[src/rtl/imr_pkg.sv]
package imr_pkg;

   typedef enum logic [1:0] {
      ST_IDLE = 2'd0,
      ST_RESP = 2'd1,
      ST_BUS  = 2'd2,
      ST_FILL = 2'd3
   } imr_state_t;

   // status bus layout: {level, access, cacheable}
   typedef struct packed {
      logic [1:0] lvl;
      logic [2:0] acc;
      logic       cache;
   } imr_stat_t;

   localparam int STAT_W      = $bits(imr_stat_t);
   localparam int WORD_W      = 32;
   // cycles of silence required after a fill strobe, beyond the strobe itself
   localparam int FILL_DEAD   = 2;
   localparam logic [2:0] ACC_NO_PTE = 3'b111;

endpackage

[src/rtl/imr_seq.sv]
module imr_seq
   import imr_pkg::*;
#(
   parameter int LAT_W = 4
) (
   input  logic             clk,
   input  logic             rst_n,
   input  logic             miss_req,
   input  logic [LAT_W-1:0] stat_lat,
   input  logic [LAT_W-1:0] fill_lat,
   input  logic             abort_q,
   input  logic             cached,
   input  logic             last_dw,
   output logic             accept,
   output logic             stat_pulse,
   output logic             abort_pulse,
   output logic             bus_cycle,
   output logic             fill_pulse
);

   localparam int CNT_W = LAT_W + 1;

   generate
      if (LAT_W < 1) begin : g_bad_lat
         $error("imr_seq: LAT_W must be at least 1");
      end
   endgenerate

   imr_state_t       state_q;
   logic [CNT_W-1:0] cnt_q;
   logic             cnt_zero;
   logic             resp_fire;
   logic             fill_done;

   always_comb begin
      cnt_zero    = (cnt_q == '0);
      accept      = (state_q == ST_IDLE) && miss_req;
      resp_fire   = (state_q == ST_RESP) && cnt_zero;
      stat_pulse  = resp_fire && !abort_q;
      abort_pulse = resp_fire && abort_q;
      bus_cycle   = (state_q == ST_BUS);
      fill_pulse  = (state_q == ST_FILL) && cnt_zero;
      fill_done   = fill_pulse && (!cached || last_dw);
   end

   always_ff @(posedge clk or negedge rst_n) begin
      if (!rst_n) begin
         state_q <= ST_IDLE;
         cnt_q   <= '0;
      end else begin
         unique case (state_q)
            ST_IDLE: begin
               if (accept) begin
                  state_q <= ST_RESP;
                  cnt_q   <= CNT_W'(stat_lat);
               end
            end
            ST_RESP: begin
               if (resp_fire) begin
                  state_q <= abort_q ? ST_IDLE : ST_BUS;
               end else begin
                  cnt_q <= cnt_q - CNT_W'(1);
               end
            end
            ST_BUS: begin
               state_q <= ST_FILL;
               cnt_q   <= CNT_W'(fill_lat);
            end
            ST_FILL: begin
               if (fill_done) begin
                  state_q <= ST_IDLE;
               end else if (fill_pulse) begin
                  cnt_q <= CNT_W'(fill_lat) + CNT_W'(FILL_DEAD);
               end else begin
                  cnt_q <= cnt_q - CNT_W'(1);
               end
            end
            default: state_q <= ST_IDLE;
         endcase
      end
   end

   // the status strobe is a single-cycle pulse
   p_stat_single_r2: assert property (@(posedge clk) disable iff (!rst_n)
      stat_pulse |=> !stat_pulse);

   // the request line is still up when it is acknowledged
   p_stat_while_req_r2: assert property (@(posedge clk) disable iff (!rst_n)
      stat_pulse |-> miss_req);

   // abort is a single pulse and never followed at once by status
   p_abort_single_r5: assert property (@(posedge clk) disable iff (!rst_n)
      abort_pulse |=> (!abort_pulse && !stat_pulse));

   // no fill strobe in the status cycle nor the status-bus cycle
   p_first_fill_gap_r6: assert property (@(posedge clk) disable iff (!rst_n)
      stat_pulse |-> (!fill_pulse ##1 !fill_pulse));

   // two empty cycles after every fill strobe
   p_fill_spacing_r8: assert property (@(posedge clk) disable iff (!rst_n)
      fill_pulse |=> (!fill_pulse ##1 !fill_pulse));

endmodule

[src/rtl/imr_fill_ptr.sv]
module imr_fill_ptr #(
   parameter int DWI_W = 2
) (
   input  logic             clk,
   input  logic             rst_n,
   input  logic             accept,
   input  logic [DWI_W-1:0] start_dw,
   input  logic             fill_pulse,
   output logic [DWI_W-1:0] cur_dw,
   output logic             last_dw
);

   logic [DWI_W-1:0] start_q;
   logic [DWI_W-1:0] ptr_q;
   logic [DWI_W-1:0] ptr_inc;

   always_comb begin
      ptr_inc = ptr_q + DWI_W'(1);
      cur_dw  = ptr_q;
      // final strobe: the one whose successor wraps back to the start
      last_dw = (ptr_inc == start_q);
   end

   always_ff @(posedge clk or negedge rst_n) begin
      if (!rst_n) begin
         start_q <= '0;
         ptr_q   <= '0;
      end else if (accept) begin
         start_q <= start_dw;
         ptr_q   <= start_dw;
      end else if (fill_pulse) begin
         ptr_q   <= ptr_inc;
      end
   end

   // the pointer only moves by one per strobe
   p_ptr_step_r9: assert property (@(posedge clk) disable iff (!rst_n)
      (fill_pulse && !accept) |=> (ptr_q == $past(ptr_inc)));

endmodule

[src/rtl/imr_stat_fmt.sv]
module imr_stat_fmt
   import imr_pkg::*;
(
   input  logic              bus_cycle,
   input  logic              abort_pulse,
   input  logic              pte_valid,
   input  logic              cacheable,
   input  logic [2:0]        acc,
   input  logic [1:0]        lvl,
   output logic              eff_cached,
   output logic [STAT_W-1:0] stat_bus
);

   imr_stat_t full_stat;
   imr_stat_t lvl_only;

   always_comb begin
      eff_cached     = pte_valid ? cacheable : 1'b1;
      full_stat.lvl  = lvl;
      full_stat.acc  = pte_valid ? acc : ACC_NO_PTE;
      full_stat.cache = eff_cached;
      lvl_only       = '0;
      lvl_only.lvl   = lvl;
      if (bus_cycle) begin
         stat_bus = full_stat;
      end else if (abort_pulse) begin
         stat_bus = lvl_only;
      end else begin
         stat_bus = '0;
      end
   end

endmodule

[src/rtl/imr_data_gen.sv]
module imr_data_gen
   import imr_pkg::*;
#(
   parameter int DATA_W = 64,
   parameter int LINE_W = 16,
   parameter int DWI_W  = 2
) (
   input  logic                     clk,
   input  logic                     rst_n,
   input  logic                     fill_pulse,
   input  logic [LINE_W-1:0]        line,
   input  logic [DWI_W-1:0]         cur_dw,
   input  logic [DWI_W-1:0]         perr_dw,
   input  logic [DATA_W/WORD_W-1:0] perr_mask,
   output logic [DATA_W-1:0]        fill_data,
   output logic [DATA_W/WORD_W-1:0] fill_perr
);

   localparam int NW = DATA_W / WORD_W;

   generate
      if (DATA_W % WORD_W != 0 || NW < 1) begin : g_bad_data
         $error("imr_data_gen: DATA_W must be a multiple of 32");
      end
      if (LINE_W + DWI_W > WORD_W) begin : g_bad_line
         $error("imr_data_gen: line address plus index must fit a word");
      end
   endgenerate

   logic [WORD_W-1:0] base;
   assign base = WORD_W'({line, cur_dw});

   generate
      for (genvar w = 0; w < NW; w++) begin : g_word
         if (w % 2 == 0) begin : g_even
            assign fill_data[w*WORD_W +: WORD_W] = fill_pulse ? base : '0;
         end else begin : g_odd
            assign fill_data[w*WORD_W +: WORD_W] = fill_pulse ? ~base : '0;
         end
      end
   endgenerate

   always_ff @(posedge clk or negedge rst_n) begin
      if (!rst_n) begin
         fill_perr <= '0;
      end else if (fill_pulse && (cur_dw == perr_dw)) begin
         fill_perr <= perr_mask;
      end else begin
         fill_perr <= '0;
      end
   end

   // a parity flag only appears right after a fill strobe
   p_perr_follows_r11: assert property (@(posedge clk) disable iff (!rst_n)
      (fill_perr != '0) |-> $past(fill_pulse));

endmodule

[src/rtl/imiss_responder.sv]
module imiss_responder
   import imr_pkg::*;
#(
   parameter int LAT_W   = 4,
   parameter int LINE_W  = 16,
   parameter int DATA_W  = 64,
   parameter int LINE_DW = 4
) (
   input  logic                         clk,
   input  logic                         rst_n,
   input  logic                         miss_req,
   input  logic                         cfg_abort,
   input  logic                         cfg_cacheable,
   input  logic                         cfg_pte_valid,
   input  logic [2:0]                   cfg_acc,
   input  logic [1:0]                   cfg_lvl,
   input  logic [LAT_W-1:0]             cfg_stat_lat,
   input  logic [LAT_W-1:0]             cfg_fill_lat,
   input  logic [$clog2(LINE_DW)-1:0]   cfg_dw,
   input  logic [LINE_W-1:0]            cfg_line,
   input  logic [$clog2(LINE_DW)-1:0]   cfg_perr_dw,
   input  logic [DATA_W/32-1:0]         cfg_perr,
   output logic                         stat_avail,
   output logic                         abort,
   output logic [5:0]                   stat_bus,
   output logic                         fill_stb,
   output logic [$clog2(LINE_DW)-1:0]   fill_dw,
   output logic [DATA_W-1:0]            fill_data,
   output logic [DATA_W/32-1:0]         fill_perr
);

   localparam int DWI_W = $clog2(LINE_DW);
   localparam int NW    = DATA_W / WORD_W;
   localparam int CNT_W = $clog2(LINE_DW + 1);

   generate
      if (LINE_DW < 2 || (LINE_DW & (LINE_DW - 1)) != 0) begin : g_bad_line_dw
         $error("imiss_responder: LINE_DW must be a power of two >= 2");
      end
      if (STAT_W != 6) begin : g_bad_stat
         $error("imiss_responder: status bus layout must be 6 bits");
      end
   endgenerate

   // request settings captured on acceptance
   logic              abort_q, pte_q, cache_q;
   logic [2:0]        acc_q;
   logic [1:0]        lvl_q;
   logic [LAT_W-1:0]  fill_lat_q;
   logic [LINE_W-1:0] line_q;
   logic [DWI_W-1:0]  perr_dw_q;
   logic [NW-1:0]     perr_q;

   logic accept, stat_pulse, abort_pulse, bus_cycle, fill_pulse;
   logic eff_cached, last_dw;
   logic [DWI_W-1:0] cur_dw;

   always_ff @(posedge clk or negedge rst_n) begin
      if (!rst_n) begin
         abort_q    <= 1'b0;
         pte_q      <= 1'b0;
         cache_q    <= 1'b0;
         acc_q      <= '0;
         lvl_q      <= '0;
         fill_lat_q <= '0;
         line_q     <= '0;
         perr_dw_q  <= '0;
         perr_q     <= '0;
      end else if (accept) begin
         abort_q    <= cfg_abort;
         pte_q      <= cfg_pte_valid;
         cache_q    <= cfg_cacheable;
         acc_q      <= cfg_acc;
         lvl_q      <= cfg_lvl;
         fill_lat_q <= cfg_fill_lat;
         line_q     <= cfg_line;
         perr_dw_q  <= cfg_perr_dw;
         perr_q     <= cfg_perr;
      end
   end

   imr_seq #(.LAT_W(LAT_W)) u_seq (
      .clk         (clk),
      .rst_n       (rst_n),
      .miss_req    (miss_req),
      .stat_lat    (cfg_stat_lat),
      .fill_lat    (fill_lat_q),
      .abort_q     (abort_q),
      .cached      (eff_cached),
      .last_dw     (last_dw),
      .accept      (accept),
      .stat_pulse  (stat_pulse),
      .abort_pulse (abort_pulse),
      .bus_cycle   (bus_cycle),
      .fill_pulse  (fill_pulse)
   );

   imr_fill_ptr #(.DWI_W(DWI_W)) u_ptr (
      .clk        (clk),
      .rst_n      (rst_n),
      .accept     (accept),
      .start_dw   (cfg_dw),
      .fill_pulse (fill_pulse),
      .cur_dw     (cur_dw),
      .last_dw    (last_dw)
   );

   imr_stat_fmt u_fmt (
      .bus_cycle   (bus_cycle),
      .abort_pulse (abort_pulse),
      .pte_valid   (pte_q),
      .cacheable   (cache_q),
      .acc         (acc_q),
      .lvl         (lvl_q),
      .eff_cached  (eff_cached),
      .stat_bus    (stat_bus)
   );

   imr_data_gen #(.DATA_W(DATA_W), .LINE_W(LINE_W), .DWI_W(DWI_W)) u_data (
      .clk        (clk),
      .rst_n      (rst_n),
      .fill_pulse (fill_pulse),
      .line       (line_q),
      .cur_dw     (cur_dw),
      .perr_dw    (perr_dw_q),
      .perr_mask  (perr_q),
      .fill_data  (fill_data),
      .fill_perr  (fill_perr)
   );

   assign stat_avail = stat_pulse;
   assign abort      = abort_pulse;
   assign fill_stb   = fill_pulse;
   assign fill_dw    = fill_pulse ? cur_dw : '0;

   // checker state: strobes since the last status, and abort seen
   logic [CNT_W-1:0] chk_strobes_q;
   logic             chk_aborted_q;

   always_ff @(posedge clk or negedge rst_n) begin
      if (!rst_n) begin
         chk_strobes_q <= '0;
         chk_aborted_q <= 1'b0;
      end else begin
         if (stat_avail) begin
            chk_strobes_q <= '0;
         end else if (fill_stb) begin
            chk_strobes_q <= chk_strobes_q + CNT_W'(1);
         end
         if (abort) begin
            chk_aborted_q <= 1'b1;
         end else if (accept) begin
            chk_aborted_q <= 1'b0;
         end
      end
   end

   // never more than one line of strobes per status
   p_fill_count_r7: assert property (@(posedge clk) disable iff (!rst_n)
      fill_stb |-> (chk_strobes_q < CNT_W'(LINE_DW)));

   // an aborted request yields no fill and no status
   p_no_fill_after_abort_r5: assert property (@(posedge clk) disable iff (!rst_n)
      chk_aborted_q |-> (!fill_stb && !stat_avail));

   // the status bus is quiet except right after status or during abort
   p_bus_after_stat_r3: assert property (@(posedge clk) disable iff (!rst_n)
      ((stat_bus != '0) && !abort) |-> $past(stat_avail));

   // a noncacheable line never gets a second strobe
   p_nc_single_r10: assert property (@(posedge clk) disable iff (!rst_n)
      (fill_stb && !eff_cached) |-> (chk_strobes_q == '0));

endmodule

[config.mk]
export PLATFORM = sky130hd
export DESIGN_NAME = imiss_responder
export DESIGN_NICKNAME = d
export VERILOG_FILES = /design/src/rtl/imr_pkg.sv /design/src/rtl/imr_seq.sv /design/src/rtl/imr_fill_ptr.sv /design/src/rtl/imr_stat_fmt.sv /design/src/rtl/imr_data_gen.sv /design/src/rtl/imiss_responder.sv
export SDC_FILE = /design/constraint.sdc
export NUM_CORES = 1
export LEC_CHECK = 0
export BUFFER_PORTS_ARGS = -buffer_cell sky130_fd_sc_hd__buf_4
export CAP_MARGIN = 10
export CELL_PAD_IN_SITES_DETAIL_PLACEMENT = 1
export CELL_PAD_IN_SITES_GLOBAL_PLACEMENT = 1
export CORE_MARGIN = 1
export CORE_UTILIZATION = 34
export DETAILED_ROUTE_END_ITERATION = 10
export GPL_ROUTABILITY_DRIVEN = 0
export GPL_TIMING_DRIVEN = 0
export PLACE_DENSITY = 0.89
export SLEW_MARGIN = 5
export SYNTH_ARGS = -nofsm -noshare
export SYNTH_HDL_FRONTEND = slang
export SYNTH_SLANG_ARGS = --single-unit
[constraint.sdc]
create_clock -name clk -period 2.6 [get_ports clk]
set_input_delay 0.78 -clock clk [delete_from_list [all_inputs] [get_ports clk]]
set_output_delay 0.78 -clock clk [all_outputs]
set_load 0.02 [all_outputs]
# Yosys cells after proc, flatten, opt, wreduce, memory -nomap -nowiden
# Cells that the tools add are included.
# word_totals
elab_cells,63
ff_bits,45
output_inout_bits,77
mem_count,0
mem_bits_ro,0
latchBits,0
ramBits,0
in_bits,41
# classes
n_bitwise,1
mul,0
order_cmp,0
div,0
n_eq_ne,10
add_sub_neg,3
mux,20
shift,0
n_reduce_logical,15
# ops
cell,n
two-way mux 32 bit,1
inverter 18 -> 32 bit,1
two-way mux 5 bit,4
one-hot mux 5 bit (4 select lines),1
two-way mux 18 bit,1
two-way mux 2 bit,8
two-way mux 6 bit,2
one-hot mux 2 bit (4 select lines),1
logical AND 1 bit,7
"inequality test 2 bit, second input constant",3
AND reduction 3 bit,2
"adder 4 x 2 -> 5 bit, second input constant",1
logical NOT 5 bit,1
"subtractor 5 x 1 -> 5 bit, second input constant",1
equality test 2 bit,2
"equality test 2 bit, second input constant",2
"inequality test 2 x 1 -> 1 bit, second input constant",2
two-way mux 3 bit,1
"adder 2 x 1 -> 2 bit, second input constant",1
"equality test 2 x 1 -> 1 bit, second input constant",1
logical NOT 1 bit,2
logical NOT 2 bit,1
nonzero test 2 bit,1
logical OR 1 bit,1
two-way mux 1 bit,1

# Depth between registers and ports, before layout
# logic_depth
word_depth,6
mapped_depth,7
depth_no_buf,7

# Modules after synthesis
# From an unflattened synthesis, not the netlist that was laid out.
# unflattened
hier_cells,244
hier_area_um2,2798.9
# by_module_without_submodules
module,n_inst,cells_per_inst,area_per_inst_um2,seq_area_each_um2
imiss_responder,1,70,1357.6,800.8
imr_seq,1,69,594.3,175.2
imr_data_gen,1,77,584.3,50.0
imr_fill_ptr,1,18,201.4,100.1
imr_stat_fmt,1,10,61.3,0.0

# Worst setup path after synthesis
# No wires, ideal clock.
# synth_path
path_type,reg2out
start,register u_seq.cnt_q[0]
end,output fill_data[40]
path_slack_ps,-4
arrival_ps,1824
n_path_buf,2
t_required_ps,1820
path_stages_with_launch,8
path_cell_list,dfrtp_1 inv_1 ha_1 nor4b_2 nand2_1 buf_2 buf_2 nor2_1
# synth_via
elab_chain_cells,3
# synth_rtl
element,line,rtl
from (decl),imr_seq.sv:30,logic [CNT_W-1:0] cnt_q;
from (signal assigned),imr_seq.sv:55,cnt_q <= CNT_W'(stat_lat);
from (signal assigned),imr_seq.sv:62,cnt_q <= cnt_q - CNT_W'(1);
from (signal assigned),imr_seq.sv:67,cnt_q <= CNT_W'(fill_lat);
logical NOT 5 bit,imr_seq.sv:36,cnt_zero = (cnt_q == '0);
logical AND 1 bit,imr_seq.sv:42,fill_pulse = (state_q == ST_FILL) && cnt_zero;
two-way mux 32 bit,imr_data_gen.sv:38,assign fill_data[w*WORD_W +: WORD_W] = fill_pulse ? ~base : '0;
to (decl),imiss_responder.sv:28,"output logic [DATA_W-1:0] fill_data,"
# Every way passes these cells.

==> impl_metrics.json <==
{
  "powerDensity_mw_per_mm2": 1002,
  "combPwrFrac_pct": 55.7,
  "p_sw_uw": 1874,
  "wire_per_inst_um": 20.27,
  "r2r_slack_ns": 0.63,
  "path_class": "reg2out",
  "rsz0062_at_grt": "yes",
  "final_common_cell": "buf_4",
  "io_buffers": 103,
  "slew_violations": 0,
  "synth_edf_count": 0,
  "synth.cell_area_mm2": 0.002572,
  "violations": "setup timing",
  "htreeDepth": 2,
  "cp-start-kind": "register",
  "hpwl_um": 5653,
  "synthFlopType": "dfrtp_1",
  "cts.clk_slew.worst_paths_ns": 0.09,
  "p_total_uw": 4381,
  "grt_max_degree": 46,
  "grt.total_usage_pct": 20.74,
  "grt_pass1_wl_um": 12410,
  "tightest_slew_ns": 0.5929,
  "p_clk_share_pct": 11.8,
  "antenna_found_initial": 0,
  "ant_nets": 0,
  "hold_viol_final": 0,
  "rows": 31,
  "syn_inst": 255,
  "setup_violations": 47,
  "via_count": 2428,
  "hp-class": "in2async",
  "grt_pass1_vias": 2415,
  "synth_seq_cells": 45,
  "clock_path_buffers": 2,
  "cp.arrival_ns": 1.94,
  "dpl_worst_slack_ns": -0.2900,
  "clock_latency_ns": 0.30,
  "wirelength_um": 10010,
  "slew_headroom_pct": 60.47,
  "die_x_um": 88.99,
  "avgSynthCellArea_um2": 10.09,
  "p_seq_share_pct": 32.5,
  "antenna_cells": 0,
  "finish.net_count": 438,
  "cts_tree": "built",
  "drive_gt1_share_pct": 62.53,
  "ir_worst_vdd_mv": 0.4948,
  "synth_top_cell_by_area": "dfrtp_1",
  "fin_cells": 494,
  "vias_per_cell": 4.915,
  "cts_buffers": 5,
  "numClockSinks": 45,
  "yosys.area.top_type_share_pct": 43.77,
  "internal-power_uw": 2507,
  "critPathCaptureType": "primary output",
  "r2r_cells": 7,
  "ys_types": 44,
  "layout-area-overhead-vs-synth_pct": 69.94,
  "fp.dieH_um": 88.99,
  "drt-initial-drc-count": 227,
  "r2r_start": "u_seq.cnt_q[0]$_DFFE_PN0P_",
  "root_buffer": "clkbuf_8",
  "skew_ns": 0.008550,
  "finalCritPeriodShare_pct": 104.6,
  "grt_overflow": 0,
  "outcome": "complete, but fails checks",
  "firstDrtPassIters": 4,
  "async_flop_share_pct": 100.0,
  "p_leak_uw": 0.002101,
  "core_mm2": 0.007292,
  "max_freq_ghz": 0.3678,
  "synth-seq-area-share_pct": 43.77,
  "switching_share_pct": 42.78,
  "hold_slack_ns": 0.4818,
  "num-fill-cells": 794,
  "fin_ws_ns": -0.1192,
  "synthTopCellsByArea": "dfrtp_1 (44%), mux2_2 (13%), buf_4 (8.8%)",
  "initial_core_util_pct": 35.28,
  "boundaryPins": 118,
  "drc_errors": 0,
  "placed_cells": 470,
  "reg2reg_to": "u_seq.cnt_q[1]$_DFFE_PN0P_",
  "period_minus_slack_ns": 2.719,
  "die-area_mm2": 0.007918,
  "mostFrequentLayoutCells": "buf_4 (77), buf_6 (71), dfrtp_1 (45), mux2_2 (29), nor2_4 (18)",
  "critPathRequiredTime_ns": 1.82,
  "yosys_warnings": 0,
  "cap_viol_max_count": 0,
  "cp_max_fo": 10
}
[through the flow]
stage | setup TNS [ns] | utilization (%) | instance area (µm²)
3_3_place_gp | -7.242 | 48.37 | 3527
3_5_place_dp | -10.05 | 48.37 | 3527
2_1_floorplan | 0 | - | 2630
5_1_grt | -7.050 | 59.95 | 4372
6_report | -3.102 | 59.95 | 4372
4_1_cts | -2.210 | 51.92 | 3786
[layer usage]
layer  GRT usage [%]  vias to the layer above  share of wire, %
li1                -                     1108                 -
met3           4.340                       18               5.0
met1           25.12                     1200                38
met4           6.638                        0               2.6
met2           36.99                      102                54
met5               0                        -                 0
[synth_stat cells, types with 2 or more instances]
master,number
clkbuf_1,4
a21o_1,2
buf_4,30
and2_1,3
buf_2,9
nor2_1,24
nand2_1,10
and3_1,19
dfrtp_1,45
o21ai_0,10
a21oi_1,6
mux2i_1,2
xor2_1,2
xnor2_1,4
nor2b_1,3
o31ai_1,3
inv_1,11
ha_1,2
nand3_1,4
mux2_2,29
nor3_1,3
o211ai_1,5
nand2b_1,4
[worst max-delay path by stage]
stage / slack [ns] / cells after the start / to
after floorplan: 0.09 / 7 / fill_data[40]
after global placement: -0.23 / 8 / fill_data[49]
after detailed placement: -0.29 / 8 / fill_data[41]
after CTS: -0.1 / 8 / fill_data[13]
after global routing: -0.19 / 9 / fill_data[43]
final: -0.12 / 7 / fill_data[43]
[final cells by class]
class,count,area [µm²],area share [%]
Multi-Input combinational cell,167,1399,32.00
Timing Repair Buffer,121,1179,26.96
Sequential cell,45,1126,25.76
Buffer,43,391.6,8.958
Tap cell,99,123.9,2.833
Clock buffer,5,68.82,1.574
Inverter,12,48.80,1.116
Clock inverter,2,35.03,0.8014
[what timing repair did]
action                     CTS  global route
hold endpoints to repair     0             0
setup endpoints to repair   57            55
resized for setup           21           126
hold buffers                 0             0
setup buffers                9             6
cloned                       0             3
pin swaps                    3             1
[flip-flops by register name, summed over array words and instances, names as in the netlist, 3 cells and up, named ones only]
name         cells
u_seq.cnt_q      5
fill_lat_q       4
acc_q            3
line_q          16
[power groups by stage]
| stage | registers (µW) | clock network [µW] | logic [µW] |
|---|---|---|---|
| after floorplan | 1230 | 0 | 1300 |
| after global placement | 1290 | 0 | 1750 |
| after detailed placement | 1330 | 0 | 1820 |
| after CTS | 1310 | 528 | 2000 |
| after global routing | 1460 | 556 | 2600 |
| final | 1420 | 519 | 2440 |
[critical path, cell delays in order (launching register included)]
cell and delay [ns]:
dfrtp_1 0.33, buf_2 0.25, and2_2 0.39, nand2_4 0.12, buf_8 0.16, clkbuf_16 0.17, nor2_4 0.09, buf_6 0.12
[kinds of logic after synthesis]
logic type	synth area share (%)
and+or+nand+nor	16.05
buffers and inverters	13.28
DFF	43.77
AOI/OAI and AO/OA	9.728
muxes	14.01
xor gates and xnor gates	2.043
adders and majority gates	0.9726
other	0.1458
No activity file was read; power rests on OpenSTA's default activity.
